**src/rtl/shrot_pkg.sv**
```systemverilog
// Package: opcode encoding and classification helpers shared by the unit.
// Assumes a 4-bit operation field; codes not listed are reserved.
package shrot_pkg;

    localparam int OP_W = 4;

    typedef enum logic [OP_W-1:0] {
        OP_ROL_CIRC  = 4'd0,
        OP_ROR_CIRC  = 4'd1,
        OP_ROL_CARRY = 4'd2,
        OP_ROR_CARRY = 4'd3,
        OP_SHL_ARITH = 4'd4,
        OP_SHR_ARITH = 4'd5,
        OP_SHR_LOGIC = 4'd6,
        OP_DIGIT_L   = 4'd8,
        OP_DIGIT_R   = 4'd9
    } shrot_op_e;

    typedef enum logic [1:0] {
        SEQ_IDLE = 2'd0,
        SEQ_READ = 2'd1,
        SEQ_WRITE = 2'd2
    } seq_state_e;

    // Classify a raw code as one of the single-cycle shift operations
    function automatic logic op_is_shift(input logic [OP_W-1:0] code);
        return (code <= 4'd6);
    endfunction

    // Classify a raw code as one of the two digit rotations
    function automatic logic op_is_digit(input logic [OP_W-1:0] code);
        return (code == 4'd8) || (code == 4'd9);
    endfunction

endpackage

```
**src/rtl/shrot_shifter.sv**
```systemverilog
// Module: combinational one-bit shifter/rotator.
// Assumes W >= 2; reserved codes pass data through with carry_in as carry.
module shrot_shifter #(
    parameter int W = 8
) (
    input  logic [shrot_pkg::OP_W-1:0] op,
    input  logic [W-1:0]               din,
    input  logic                       cin,
    output logic [W-1:0]               dout,
    output logic                       cout
);
    import shrot_pkg::*;

    localparam int MSB = W - 1;

    // Select the shifted value and the bit that falls out
    always_comb begin
        dout = din;
        cout = cin;
        case (op)
            OP_ROL_CIRC:  begin dout = {din[MSB-1:0], din[MSB]}; cout = din[MSB]; end
            OP_ROR_CIRC:  begin dout = {din[0], din[MSB:1]};     cout = din[0];   end
            OP_ROL_CARRY: begin dout = {din[MSB-1:0], cin};      cout = din[MSB]; end
            OP_ROR_CARRY: begin dout = {cin, din[MSB:1]};        cout = din[0];   end
            OP_SHL_ARITH: begin dout = {din[MSB-1:0], 1'b0};     cout = din[MSB]; end
            OP_SHR_ARITH: begin dout = {din[MSB], din[MSB:1]};   cout = din[0];   end
            OP_SHR_LOGIC: begin dout = {1'b0, din[MSB:1]};       cout = din[0];   end
            default:      begin dout = din;                      cout = cin;      end
        endcase
    end


    always_comb begin
        if (op == OP_SHR_LOGIC) begin
            srl_top_zero_chk: assert (dout[MSB] == 1'b0);
        end
    end

endmodule

```
**src/rtl/shrot_digit_mix.sv**
```systemverilog
// Module: combinational nibble exchange for the two digit rotations.
// Assumes W is even; only the low nibble of the accumulator takes part.
module shrot_digit_mix #(
    parameter int W = 8
) (
    input  logic [W-1:0] acc,
    input  logic [W-1:0] mem,
    input  logic         dir_right,
    output logic [W-1:0] acc_new,
    output logic [W-1:0] mem_new
);
    localparam int NIB = W / 2;

    logic [NIB-1:0] acc_hi, acc_lo, mem_hi, mem_lo;

    // Split both bytes into nibbles
    always_comb begin
        acc_hi = acc[W-1:NIB];
        acc_lo = acc[NIB-1:0];
        mem_hi = mem[W-1:NIB];
        mem_lo = mem[NIB-1:0];
    end

    // Rotate the three nibbles one way or the other
    always_comb begin
        if (dir_right) begin
            acc_new = {acc_hi, mem_lo};
            mem_new = {acc_lo, mem_hi};
        end else begin
            acc_new = {acc_hi, mem_hi};
            mem_new = {mem_lo, acc_lo};
        end
    end

endmodule

```
**src/rtl/shrot_flags.sv**
```systemverilog
// Module: combinational zero, sign and even-parity flags of a byte.
// Assumes parity flag convention: 1 means an even count of ones.
module shrot_flags #(
    parameter int W = 8
) (
    input  logic [W-1:0] value,
    output logic         zero,
    output logic         sign,
    output logic         parity
);
    // Derive the three condition flags
    always_comb begin
        zero   = (value == '0);
        sign   = value[W-1];
        parity = ~(^value);
    end

endmodule

```
**src/rtl/shrot_digit_seq.sv**
```systemverilog
// Module: read-then-write memory sequencer for digit rotations.
// Assumes mem_ack is only meaningful while a request is held.
module shrot_digit_seq (
    input  logic clk,
    input  logic rst_n,
    input  logic launch,
    input  logic mem_ack,
    output logic mem_rd,
    output logic mem_wr,
    output logic capture,
    output logic finish,
    output logic busy
);
    import shrot_pkg::*;

    seq_state_e state_q;

    // Advance through idle, read and write phases
    always_ff @(posedge clk) begin
        if (!rst_n) begin
            state_q <= SEQ_IDLE;
        end else begin
            case (state_q)
                SEQ_IDLE:  if (launch)  state_q <= SEQ_READ;
                SEQ_READ:  if (mem_ack) state_q <= SEQ_WRITE;
                SEQ_WRITE: if (mem_ack) state_q <= SEQ_IDLE;
                default:                state_q <= SEQ_IDLE;
            endcase
        end
    end

    // Decode requests and phase events
    always_comb begin
        mem_rd  = (state_q == SEQ_READ);
        mem_wr  = (state_q == SEQ_WRITE);
        capture = mem_rd && mem_ack;
        finish  = mem_wr && mem_ack;
        busy    = (state_q != SEQ_IDLE);
    end


    rd_wr_excl_chk: assert property (@(posedge clk) disable iff (!rst_n)
        !(mem_rd && mem_wr));


    wr_follows_rd_chk: assert property (@(posedge clk) disable iff (!rst_n)
        $rose(mem_wr) |-> $past(mem_rd) && $past(mem_ack));

endmodule

```
**src/rtl/shrot_unit.sv**
```systemverilog
// Module: top of the shift/rotate/digit-rotate unit.
// Assumes one operation at a time; start is dropped while busy.
module shrot_unit #(
    parameter int W = 8
) (
    input  logic                       clk,
    input  logic                       rst_n,
    input  logic                       start,
    input  logic [shrot_pkg::OP_W-1:0] op,
    input  logic [W-1:0]               operand,
    input  logic                       carry_in,
    input  logic [W-1:0]               acc_in,
    input  logic [W-1:0]               mem_rdata,
    input  logic                       mem_ack,
    output logic                       mem_rd,
    output logic                       mem_wr,
    output logic [W-1:0]               mem_wdata,
    output logic                       busy,
    output logic                       done,
    output logic [W-1:0]               result,
    output logic                       carry_out,
    output logic                       flag_zero,
    output logic                       flag_sign,
    output logic                       flag_parity
);
    import shrot_pkg::*;

    logic         accept_shift, accept_digit;
    logic         capture, finish;
    logic [W-1:0] shift_val;
    logic         shift_cout;
    logic [W-1:0] acc_lat_q, acc_new_q, mem_new_q;
    logic         dir_right_q, cin_lat_q;
    logic [W-1:0] mix_acc, mix_mem;
    logic [W-1:0] flag_src;
    logic         fz, fs, fp;

    // Qualify a new request against the current phase
    always_comb begin
        accept_shift = start && !busy && op_is_shift(op);
        accept_digit = start && !busy && op_is_digit(op);
    end

    shrot_shifter #(.W(W)) u_shifter (
        .op   (op),
        .din  (operand),
        .cin  (carry_in),
        .dout (shift_val),
        .cout (shift_cout)
    );

    shrot_digit_seq u_seq (
        .clk     (clk),
        .rst_n   (rst_n),
        .launch  (accept_digit),
        .mem_ack (mem_ack),
        .mem_rd  (mem_rd),
        .mem_wr  (mem_wr),
        .capture (capture),
        .finish  (finish),
        .busy    (busy)
    );

    shrot_digit_mix #(.W(W)) u_mix (
        .acc       (acc_lat_q),
        .mem       (mem_rdata),
        .dir_right (dir_right_q),
        .acc_new   (mix_acc),
        .mem_new   (mix_mem)
    );

    // Pick the byte whose flags will be registered this cycle
    always_comb begin
        flag_src = finish ? acc_new_q : shift_val;
    end

    shrot_flags #(.W(W)) u_flags (
        .value  (flag_src),
        .zero   (fz),
        .sign   (fs),
        .parity (fp)
    );

    // Latch digit-rotation context at launch and the mixed bytes at read
    always_ff @(posedge clk) begin
        if (!rst_n) begin
            acc_lat_q   <= '0;
            dir_right_q <= 1'b0;
            cin_lat_q   <= 1'b0;
            acc_new_q   <= '0;
            mem_new_q   <= '0;
        end else begin
            if (accept_digit) begin
                acc_lat_q   <= acc_in;
                dir_right_q <= (op == OP_DIGIT_R);
                cin_lat_q   <= carry_in;
            end
            if (capture) begin
                acc_new_q <= mix_acc;
                mem_new_q <= mix_mem;
            end
        end
    end

    // Register the visible result, carry, flags and completion pulse
    always_ff @(posedge clk) begin
        if (!rst_n) begin
            result      <= '0;
            carry_out   <= 1'b0;
            flag_zero   <= 1'b0;
            flag_sign   <= 1'b0;
            flag_parity <= 1'b0;
            done        <= 1'b0;
        end else begin
            done <= accept_shift || finish;
            if (finish) begin
                result    <= acc_new_q;
                carry_out <= cin_lat_q;
            end else if (accept_shift) begin
                result    <= shift_val;
                carry_out <= shift_cout;
            end
            if (finish || accept_shift) begin
                flag_zero   <= fz;
                flag_sign   <= fs;
                flag_parity <= fp;
            end
        end
    end

    // Drive the write-back byte from the held mixed value
    always_comb begin
        mem_wdata = mem_new_q;
    end


    shift_accept_chk: assert property (@(posedge clk) disable iff (!rst_n)
        start && !busy && op_is_shift(op) |=> done && !busy);


    reserved_ignored_chk: assert property (@(posedge clk) disable iff (!rst_n)
        start && !busy && !op_is_shift(op) && !op_is_digit(op) |=> !done && !busy && $stable(result));


    busy_start_ignored_chk: assert property (@(posedge clk) disable iff (!rst_n)
        start && busy && !mem_wr |=> !done);


    zero_flag_chk: assert property (@(posedge clk) disable iff (!rst_n)
        done |-> flag_zero == (result == '0));


    wdata_stable_chk: assert property (@(posedge clk) disable iff (!rst_n)
        mem_wr && !mem_ack |=> $stable(mem_wdata));

endmodule

```
**config.mk**
```make
export PLATFORM = sky130hd
export DESIGN_NAME = shrot_unit
export DESIGN_NICKNAME = d
export VERILOG_FILES = /design/src/rtl/shrot_pkg.sv /design/src/rtl/shrot_shifter.sv /design/src/rtl/shrot_digit_mix.sv /design/src/rtl/shrot_flags.sv /design/src/rtl/shrot_digit_seq.sv /design/src/rtl/shrot_unit.sv
export SDC_FILE = /design/constraint.sdc
export NUM_CORES = 1
export LEC_CHECK = 0
export ABC_AREA = 1
export BUFFER_PORTS_ARGS = -buffer_cell sky130_fd_sc_hd__buf_4
export CAP_MARGIN = 15
export CELL_PAD_IN_SITES_DETAIL_PLACEMENT = 1
export CELL_PAD_IN_SITES_GLOBAL_PLACEMENT = 2
export CORE_AREA = 2 2 116 73
export CTS_CLUSTER_SIZE = 30
export DETAILED_ROUTE_END_ITERATION = 6
export DIE_AREA = 0 0 118 75
export PLACE_DENSITY_LB_ADDON = 0.15
export REMOVE_ABC_BUFFERS = 1
export SYNTH_ARGS = -nofsm -noshare
export SYNTH_HDL_FRONTEND = slang
export SYNTH_SLANG_ARGS = --single-unit
export TNS_END_PERCENT = 10
```
**constraint.sdc**
```tcl
create_clock -name clk -period 5.31 [get_ports clk]
set_input_delay 0 -clock clk [delete_from_list [all_inputs] [get_ports clk]]
set_output_delay 0 -clock clk [all_outputs]
set_load 0.01 [all_outputs]
```
==> results by group, run 1 <==
Outcome
  – Status: finished, final reports clean

Critical path
  – Setup CP Type: reg -> reg
  – CP endpoint kind: flip-flop
  – Critical R2R Capture: flag_parity
  – Critical Path, Cell by Cell: inv_2, nor2_4, nand2_4, inv_4, a21oi_1, nand2_1, nand2_1, inv_1, ha_1, xor2_1, xnor2_1, o21ai_1
  – CP max stage delay: around 0.41 ns
  – Slowest CP cell: dfxtp_1
  – Crit path capture: flag_parity
  – Crit path max fanout: 14
  – CP Data Arrival Time: 2.11 ns
  – FF-to-FF setup slack: 3.38 ns
  – Reg2Reg Depth: 12
  – Worst Setup SP: u_seq.state_q[1]
  – CP required: approximately 5.5 ns
  – R2r startpoint: u_seq.state_q[1]
  – Startpoint Class: flip-flop
  – Cell mode on critical path: nand2_1

Drt
  – Via density: 4.57
  – Drt pass-1 iters: 5
  – Final wirelength: ~6700 um
  – 1st-iter DRT viols: approximately 110
  – # DRC: 0
  – WL per Instance: between 10 and 15 um
  – Via Count: ~2200
  – Final ANT Viol Nets: 0

Cells and area
  – Most common cell after layout, fill and taps aside: nand2_1
  – Area occupied by multi-input gates: ~1100 um^2
  – Final instance area: around 2800 um^2
  – Diodes inserted: 0
  – Nets@finish: roughly 400
  – Fill cells: 989
  – Area delta synth->final: 32.2%
  – Sequential standard cell area: between 800 and 900 um^2
  – Layout cells sized above 1: 0.212
  – Most frequent cells in the layout: nand2_1 (100), buf_4 (56), dfxtp_1 (40)

GRT
  – Global-route wire length before repair: approximately 11000 um
  – Total track usage: 0.159
  – Aggregate global routing overflow: 0
  – Largest net degree at the start of global routing: 22
  – Initial antenna violation count: 0
  – Number of global-route vias before repair: approximately 2100

Pwr
  – Flop pwr share: 0.393
  – Power per standard cell area: between 200 and 300 nW/um^2
  – Lkg Pwr: 1.30 nW
  – Sw frac: 0.256
  – Net switching power: 0.206 mW
  – Internal: 0.599 mW
  – Clock Power Share: 0.451
  – Pwr Total: 0.806 mW
  – Combinational power share: 0.156
  – Worst ir drop on vdd: approximately 0.12 mV

Yosys
  – Warnings from Yosys: 0
  – Sequential-to-total area share from yosys stat: 0.378
  – Yosys reg bits: 40
  – Post-Synthesis Cells: between 300 and 400
  – Mean Syn Cell Area: approximately 6.7 um^2
  – Unique masters post-synth: 27
  – Mapped Area: 2120 um^2

Place
  – Routability cong.: between 0.7 and 0.8
  – Port Buf Inserts: 56
  – Dpl cell area: 2590 um^2
  – Post-DP HPWL: 4920 um

CTS
  – CTS tree: done
  – Worst-Skew Late Latency: between 0.2 and 0.3 ns
  – CTS max path bufs: 2
  – Root buf cell: clkbuf_16
  – CTS buffer count: 5
  – Clock sinks: 40
  – Postcts setup bufs: 0
  – CTS H-tree lvls: 2
  – Clock transition at path regs: ~0.060 ns

Timing
  – Post-layout minimum cycle time: a little under 2 ns
  – Relative slew margins: 0.482
  – Setup tns final: 0 ns
  – Hold Slack: about 0.0062 ns
  – Slew Limit Fails: 0
  – Skew final: 0.00478 ns
  – FMAX: between 0.5 and 0.6 GHz
  – Least-Margin Pin Slew: a little under 0.8 ns
  – RSZ-0062 raised after global routing: false
  – Final setup violation count: 0
  – Final Cycle Share: 0.363
  – Final hold vios: 0

Die
  – Die height: 75 um
  – Rows: 25
  – Die width: between 100 and 150 um
  – Die area: slightly below 9000 um^2
  – Core Area: 7730 um^2
  – # IOs: 57
  – Initial Util: 0.274

Flow run
  – Max-capacitance violation count: 0

Worst hold path
  – Hold Startpoint: acc_in[5]
  – Worst hold path type: in -> reg
[registers in the layout, summed over array words and instances (netlist names)]
signal and count:
acc_lat_q 8, acc_new_q 8, mem_wdata 8, result 8
u_seq.state_q 2, carry_out 1, cin_lat_q 1, dir_right_q 1
done 1, flag_parity 1, flag_zero 1
[cells in the mapped netlist]
cell type / instances / area share
a21oi_1: 36 / 0.085
buf_1: 1 / 0.0018
buf_2: 4 / 0.0095
buf_4: 2 / 0.0071
buf_6: 2 / 0.011
clkbuf_1: 4 / 0.0071
clkbuf_2: 1 / 0.0024
clkinv_2: 1 / 0.0024
dfxtp_1: 40 / 0.38
ha_1: 4 / 0.024
inv_1: 35 / 0.062
inv_2: 3 / 0.0053
inv_4: 1 / 0.0030
nand2_1: 100 / 0.18
nand2_2: 3 / 0.0089
nand2_4: 2 / 0.011
nand3_1: 25 / 0.059
nand4_1: 11 / 0.033
nor2_1: 6 / 0.011
nor2_4: 3 / 0.016
nor3_1: 1 / 0.0024
o21ai_0: 22 / 0.052
o21ai_1: 2 / 0.0047
o21ai_4: 1 / 0.0077
o21bai_1: 2 / 0.0071
xnor2_1: 2 / 0.0083
xor2_1: 1 / 0.0041
[power by group through the flow]
| stage | clock network [mW] | registers (mW) | logic, mW |
|---|---|---|---|
| 4_1_cts | 0.376 | 0.316 | 0.127 |
| 5_1_grt | 0.384 | 0.318 | 0.142 |
| 6_report | 0.364 | 0.317 | 0.125 |
| 3_5_place_dp | 0 | 0.323 | 0.124 |
| 2_1_floorplan | 0 | 0.325 | 0.0635 |
| 3_3_place_gp | 0 | 0.323 | 0.123 |
[stage by stage]
step | std cells | setup slack, ns | util
6_report | 476 | 3.38 | 0.362
3_3_place_gp | 465 | 3.44 | 0.335
3_5_place_dp | 465 | 3.40 | 0.335
4_1_cts | 476 | 3.34 | 0.362
5_1_grt | 476 | 3.19 | 0.362
2_1_floorplan | 301 | 3.58 | -
[worst max-delay path: cells and delay by family, from the launching register on]
family | cells | cell delay [ns]
DFF | 1 | 0.41
and+or+nand+nor | 4 | 0.41
buffers and inverters | 3 | 0.29
xor gates and xnor gates | 2 | 0.34
AOI/OAI and AO/OA | 2 | 0.13
adders and majority gates | 1 | 0.24
[per-layer routing]
layer  vias up  routed length [um]  part of all wire  GRT usage
li1       1120                   -                 -          -
met1      1000                3720              0.55      0.238
met2        50                2580              0.39      0.225
met3         7                 332             0.050     0.0364
met4         0                  70             0.010     0.0469
met5         -                   0                 0          0
[cell type report]
type | instances | area share
well taps | 108 | 0.0483
multi-input cells | 221 | 0.386
clock inverters | 2 | 0.0139
repair buffers | 59 | 0.161
inverters | 40 | 0.0550
flip-flops and latches | 40 | 0.286
clock buffers | 6 | 0.0496
[what timing repair did]
action | in CTS | in global routing
hold buffers | 3 | 0
gates resized for setup | 0 | 0
endpoints found under the setup margin | 0 | 0
endpoints found under the hold margin | 3 | 0
[worst min path at each step]
stage	slack, ns	depth (start not counted)	end
3_5_place_dp	0.29	3	acc_lat_q[0]
6_report	0.006	3	acc_lat_q[5]
4_1_cts	0.004	3	acc_lat_q[3]
2_1_floorplan	0.14	2	acc_lat_q[0]
3_3_place_gp	0.28	3	acc_lat_q[4]
5_1_grt	0.01	3	acc_lat_q[3]
[logic make-up after synthesis]
kind of cell               synth area share
and+or+nand+nor                       0.318
AOI/OAI and AO/OA                     0.157
buffers and inverters                 0.111
DFF                                   0.378
adders and majority gates            0.0237
xor gates and xnor gates             0.0124
No activity file was read; power rests on OpenSTA's default activity.
==> inputs of run 2 (changes only) <==
- ABC_AREA: 1 -> 0
- CORE_AREA: 2 2 116 73 -> 2 2 118 74
- DIE_AREA: 0 0 118 75 -> 0 0 120 76
- clock period: 5.31 -> 1.85 ns (I/O delays scaled with it)
==> run 2 against run 1 <==
- the flow now finishes with violations (negative setup slack)
- critical path depth decreased by 3
- largest cell class unchanged
- setup slack got worse by 3.5 ns
- largest power group is now registers
- power increased to 2.8 times the previous value
==> results by group, run 2 <==
Timing
  – Final Cycle Share: 1.06
  – Final setup margin: -0.106 ns
  – Hold Slack: ~0.048 ns
  – Post-layout minimum cycle time: just under 2 ns
  – Least-Margin Pin Slew: 0.521 ns
  – Final hold vios: 0
  – Skew final: 0.00396 ns
  – Relative slew margins: 0.651
  – Slew Limit Fails: 0
  – Final setup violation count: 1
  – RSZ-0062 raised after global routing: true
  – FMAX: just over 0.5 GHz
  – Setup tns final: -0.106 ns

Flow run
  – Max-capacitance violation count: 0

Die
  – Die height: about 76 um
  – # IOs: 57
  – Rows: 26
  – Die area: 9120 um^2
  – Die width: approximately 120 um
  – Core Area: around 8200 um^2
  – Initial Util: 0.271

Worst hold path
  – Worst hold path type: in -> reg

GRT
  – Initial antenna violation count: 0
  – Aggregate global routing overflow: 0
  – Met1 usage: 0.246
  – Met3 Use GR: 0.0434
  – Largest net degree at the start of global routing: 26
  – Top Usage Layer GRT: met1
  – Total track usage: 0.162
  – Global-route wire length before repair: between 10000 and 15000 um
  – Met2 Use GR: 0.226
  – Number of global-route vias before repair: ~2200

Cells and area
  – Most frequent cells in the layout: buf_4 (89), dfxtp_1 (39), nor2_1 (33)
  – Layout cells sized above 1: 0.329
  – Post-layout utilization of the core: 0.398
  – Diodes inserted: 0
  – Area delta synth->final: 47.1%
  – Nets@finish: between 300 and 400
  – Most common cell after layout, fill and taps aside: buf_4

Pwr
  – Worst ir drop on vdd: between 0.3 and 0.4 mV
  – Lkg Pwr: around 1.4 nW
  – Pwr Total: about 2.2 mW
  – Power per standard cell area: approximately 690 nW/um^2

Yosys
  – Xor and xnor area share after synthesis: 0.0119
  – Count leader, synth: dfxtp_1
  – Yosys reg bits: 40
  – Mapped Area: 2210 um^2
  – Cell accounting for the most synthesized area: dfxtp_1
  – Simple-gate share of the synthesized area: 0.154
  – Post-synth EDFFs: 0
  – Mux cell area share after synthesis: 0.132
  – Synth top cells by count: dfxtp_1 (40), nor2_1 (33), mux2i_1 (28)
  – Warnings from Yosys: 0
  – Adder-Cell Fraction of Synth Area: 0.0227
  – Most used DFF post-synth: dfxtp_1
  – Unique masters post-synth: 38
  – Asr flop ratio synth: 0
  – Post-synthesis compound-gate area fraction: 0.253
  – Sequential-to-total area share from yosys stat: 0.362
  – Synth top area cells: dfxtp_1 (36%), mux2i_1 (13%), a211oi_1 (7.1%)
  – Largest family of logic cells by synthesized area: compound AO/OA/AOI/OAI gates
  – Post-synth top area share: 0.362
  – Post-Synthesis Cells: 249
  – Mean Syn Cell Area: 8.87 um^2

Outcome
  – Failing checks: negative setup slack
  – Status: finished, violations left

Drt
  – WL per Instance: between 15 and 20 um
  – Via Count: between 2000 and 2500
  – # DRC: 0
  – 1st-iter DRT viols: 75
  – Final ANT Viol Nets: 0
  – Drt pass-1 iters: 4
  – Final wirelength: around 7100 um
  – Via density: roughly 4.8

Critical path
  – CP required: slightly above 2 ns
  – CP Data Arrival Time: around 2.2 ns
  – Setup CP Type: reg -> reg
  – Startpoint Class: flip-flop
  – Crit path max fanout: 8
  – CP endpoint kind: flip-flop

CTS
  – Clock sinks: 40
  – Root buf cell: clkbuf_16
  – CTS buffer count: 5
  – Clock transition at path regs: 0.06 ns
  – CTS tree: done
  – CTS max path bufs: 2
  – Worst-Skew Late Latency: ~0.28 ns
  – CTS H-tree lvls: 2

Place
  – Routability cong.: ~0.85
  – Dpl ws: -0.334 ns
  – Port Buf Inserts: 56
  – Post-DP HPWL: between 5000 and 6000 um
run 2: layout make-up:
type	instances	area (um^2)
sequential	40	802
timing repair buffer	102	812
multi-input combinational	182	1330
clock buffer	8	146
fill	959	4910
inverter	5	18.8
tap	112	140
run 2: kinds of logic after synthesis:
| kind of cell | count (synthesis) |
|---|---|
| muxes | 29 |
| xor gates and xnor gates | 3 |
| DFF | 40 |
| adders and majority gates | 4 |
| AOI/OAI and AO/OA | 79 |
| and+or+nand+nor | 67 |
| buffers and inverters | 27 |
run 2: where the power goes:
| part | switching [mW] | total [mW] | internal [mW] |
|---|---|---|---|
| logic | 0.224 | 0.472 | 0.248 |
| registers | 0.0182 | 0.907 | 0.889 |
| clock network | 0.332 | 0.870 | 0.538 |
run 2: metal layers:
layer  part of all wire  up-vias
met3              0.049        6
met5                  0        -
met4             0.0076        0
li1                   -     1100
met2               0.40       39
met1               0.54     1029
run 2: worst max-delay path: stages (launching register included):
cell and delay [ns]:
dfxtp_2 0.32, and3b_2 0.27, buf_6 0.16, a2111oi_2 0.19, a21oi_1 0.09, ha_1 0.32, xnor2_2 0.22, xnor2_1 0.14
nand2_1 0.07, a21oi_1 0.11
run 2: repair_timing:
| action | 4_1_cts | 5_1_grt |
|---|---|---|
| gates resized for setup | 16 | 1 |
| pin swaps | 7 | 2 |
| setup endpoints to repair | 2 | 2 |
| buffers inserted | 3 | 0 |
| hold buffers | 9 | 0 |
| endpoints found under the hold margin | 9 | 0 |
run 2: through the flow:
step	area, um^2	instances
finish	3250	449
global route	3250	449
CTS	3240	449
detailed placement	2920	429
global placement	2920	429
floorplan	2090	227
run 2: final timing paths:
check / slack, ns / from / endpoint / cells after the start
worst max-delay path: -0.11 / u_seq.state_q[0] / flag_parity / 9
worst max register to register: -0.11 / u_seq.state_q[0] / flag_parity / 9
worst min register to register: 0.49 / flag_parity / flag_parity / 2
worst min-delay path: 0.05 / rst_n / result[2] / 3
==> inputs of run 3 (changes only) <==
- ABC_AREA: 0 -> 1
==> run 3 against run 2 <==
- utilization shrank 3.1 points
- die area is the same
- the run now ends clean
- via count grew 3.5%
- final area shrank 7.8%
- clock skew shrank 0.00089 ns
- fmax grew 11%
- setup slack gained 0.19 ns
- sequential power is essentially flat
==> results by group, run 3 (synthesis gave the netlist of run 1 again) <==
Timing
  – Skew final: 0.00307 ns
  – Final setup violation count: 0
  – FMAX: 0.567 GHz
  – Final hold vios: 0
  – Setup tns final: 0 ns
  – Relative slew margins: 0.743
  – Post-layout minimum cycle time: 1.76 ns
  – Slew Limit Fails: 0
  – Least-Margin Pin Slew: roughly 0.38 ns
  – Final Cycle Share: 0.953

Drt
  – Via density: roughly 4.5
  – Final wirelength: around 7300 um
  – Via Count: 2250
  – # DRC: 0
  – WL per Instance: approximately 15 um
  – 1st-iter DRT viols: 113
  – Drt pass-1 iters: 4
  – Final ANT Viol Nets: 0

Pwr
  – Net switching power: slightly above 0.6 mW
  – Internal: between 1.5 and 2 mW
  – Worst ir drop on vdd: roughly 0.27 mV
  – Sw frac: 0.266
  – Combinational power share: 0.181
  – Clock Power Share: 0.431
  – Power per standard cell area: 779 nW/um^2
  – Flop pwr share: 0.388
  – Lkg Pwr: ~1.4 nW

GRT
  – Top Usage Layer GRT: met1
  – Met2 Use GR: 0.213
  – Initial antenna violation count: 0
  – Met1 usage: 0.254
  – Met3 Use GR: 0.0337
  – Number of global-route vias before repair: 2189
  – Aggregate global routing overflow: 0
  – Largest net degree at the start of global routing: 22
  – Global-route wire length before repair: about 11000 um
  – Total track usage: 0.159

CTS
  – CTS tree: done
  – Root buf cell: clkbuf_16
  – CTS H-tree lvls: 2
  – Clock transition at path regs: roughly 0.06 ns
  – CTS buffer count: 5
  – Clock sinks: 40
  – CTS max path bufs: 2
  – Worst-Skew Late Latency: ~0.29 ns

Cells and area
  – Nets@finish: 420
  – Area delta synth->final: 41.7%
  – Diodes inserted: 0
  – Post-Layout Cell Count: ~500
  – Post-layout utilization of the core: 0.367
  – Most common cell after layout, fill and taps aside: nand2_1
  – Layout cells sized above 1: 0.292
  – Most frequent cells in the layout: nand2_1 (95), buf_4 (70), dfxtp_1 (38)

Die
  – Rows: 26
  – Initial Util: 0.259
  – # IOs: 57
  – Die width: between 100 and 150 um
  – Die height: 76 um
  – Core Area: between 8000 and 9000 um^2
  – Die area: around 9100 um^2

Critical path
  – CP required: slightly above 2 ns
  – Startpoint Class: flip-flop
  – Crit path max fanout: 7
  – CP Data Arrival Time: 1.94 ns
  – Setup CP Type: reg -> reg
  – CP endpoint kind: flip-flop

Place
  – # placed instances: 479
  – Post-DP HPWL: 5290 um
  – Port Buf Inserts: between 50 and 60
  – Routability cong.: approximately 0.78

Flow run
  – Max-capacitance violation count: 0

Outcome
  – Status: finished, final reports clean

Worst hold path
  – Worst hold path type: in -> reg
[run 3: changes by cell type in the layout (fill, tap and decap cells not counted), moves of 20 or more]
cell      change
nand3_1      +22
mux2i_1      -28
a211oi_1     -20
nand2_1      +89
inv_1        +27
nor2_1       -27
[run 3: power by group through the flow]
| stage | logic, mW | registers (mW) | clock network (mW) |
|---|---|---|---|
| 2_1_floorplan | 0.182 | 0.933 | 0 |
| 3_3_place_gp | 0.372 | 0.925 | 0 |
| 3_5_place_dp | 0.378 | 0.925 | 0 |
| 4_1_cts | 0.385 | 0.906 | 1.04 |
| 5_1_grt | 0.471 | 0.910 | 1.07 |
| 6_report | 0.423 | 0.906 | 1.01 |
[run 3: metrics by stage]
stage          power (mW)  worst slack, ns  hold WS [ns]  area, um^2
2_1_floorplan        1.11            0.122         0.138        2030
3_3_place_gp         1.30           0.0785         0.284        2670
3_5_place_dp         1.30           0.0246         0.296        2670
4_1_cts              2.33          0.00100        0.0107        2870
5_1_grt              2.45          -0.0192        0.0280        3000
6_report             2.34           0.0867        0.0176        3000
[run 3: layout make-up]
cell class                 count  area (um^2)
multi-input combinational    221         1150
clock inverter                 3         42.5
timing repair inverter         1         8.76
sequential                    40          803
timing repair buffer          74          567
fill                        1018         5170
tap                          112          140
clock buffer                   5          125
inverter                      40          159
[run 3: path summary, 6_finish.rpt]
kind         slack (ns)              from  depth (start not counted)            to
max                0.09  u_seq.state_q[1]                         10   flag_parity
min                0.02         acc_in[7]                          3  acc_lat_q[7]
max reg2reg        0.09  u_seq.state_q[1]                         10   flag_parity
min reg2reg        0.45         result[3]                          2     result[3]
[run 3: timing repair]
| item | 4_1_cts | 5_1_grt |
|---|---|---|
| hold endpoints to repair | 3 | 0 |
| setup buffers | 0 | 5 |
| setup endpoints to repair | 0 | 1 |
| resized for setup | 0 | 22 |
| hold buffers | 3 | 0 |
[run 3: critical path: stages (launching register included)]
cell,delay (ns)
dfxtp_2,0.33
inv_2,0.04
nor2_4,0.15
nand2_4,0.13
buf_6,0.14
nand2_1,0.07
o21bai_2,0.09
ha_1,0.31
xor2_1,0.16
xnor2_1,0.16
o21ai_1,0.07
[run 3: metal layers]
layer	vias up	part of all wire
met5	-	0
met4	0	0.0076
met3	5	0.032
met2	34	0.40
met1	1059	0.56
li1	1152	-
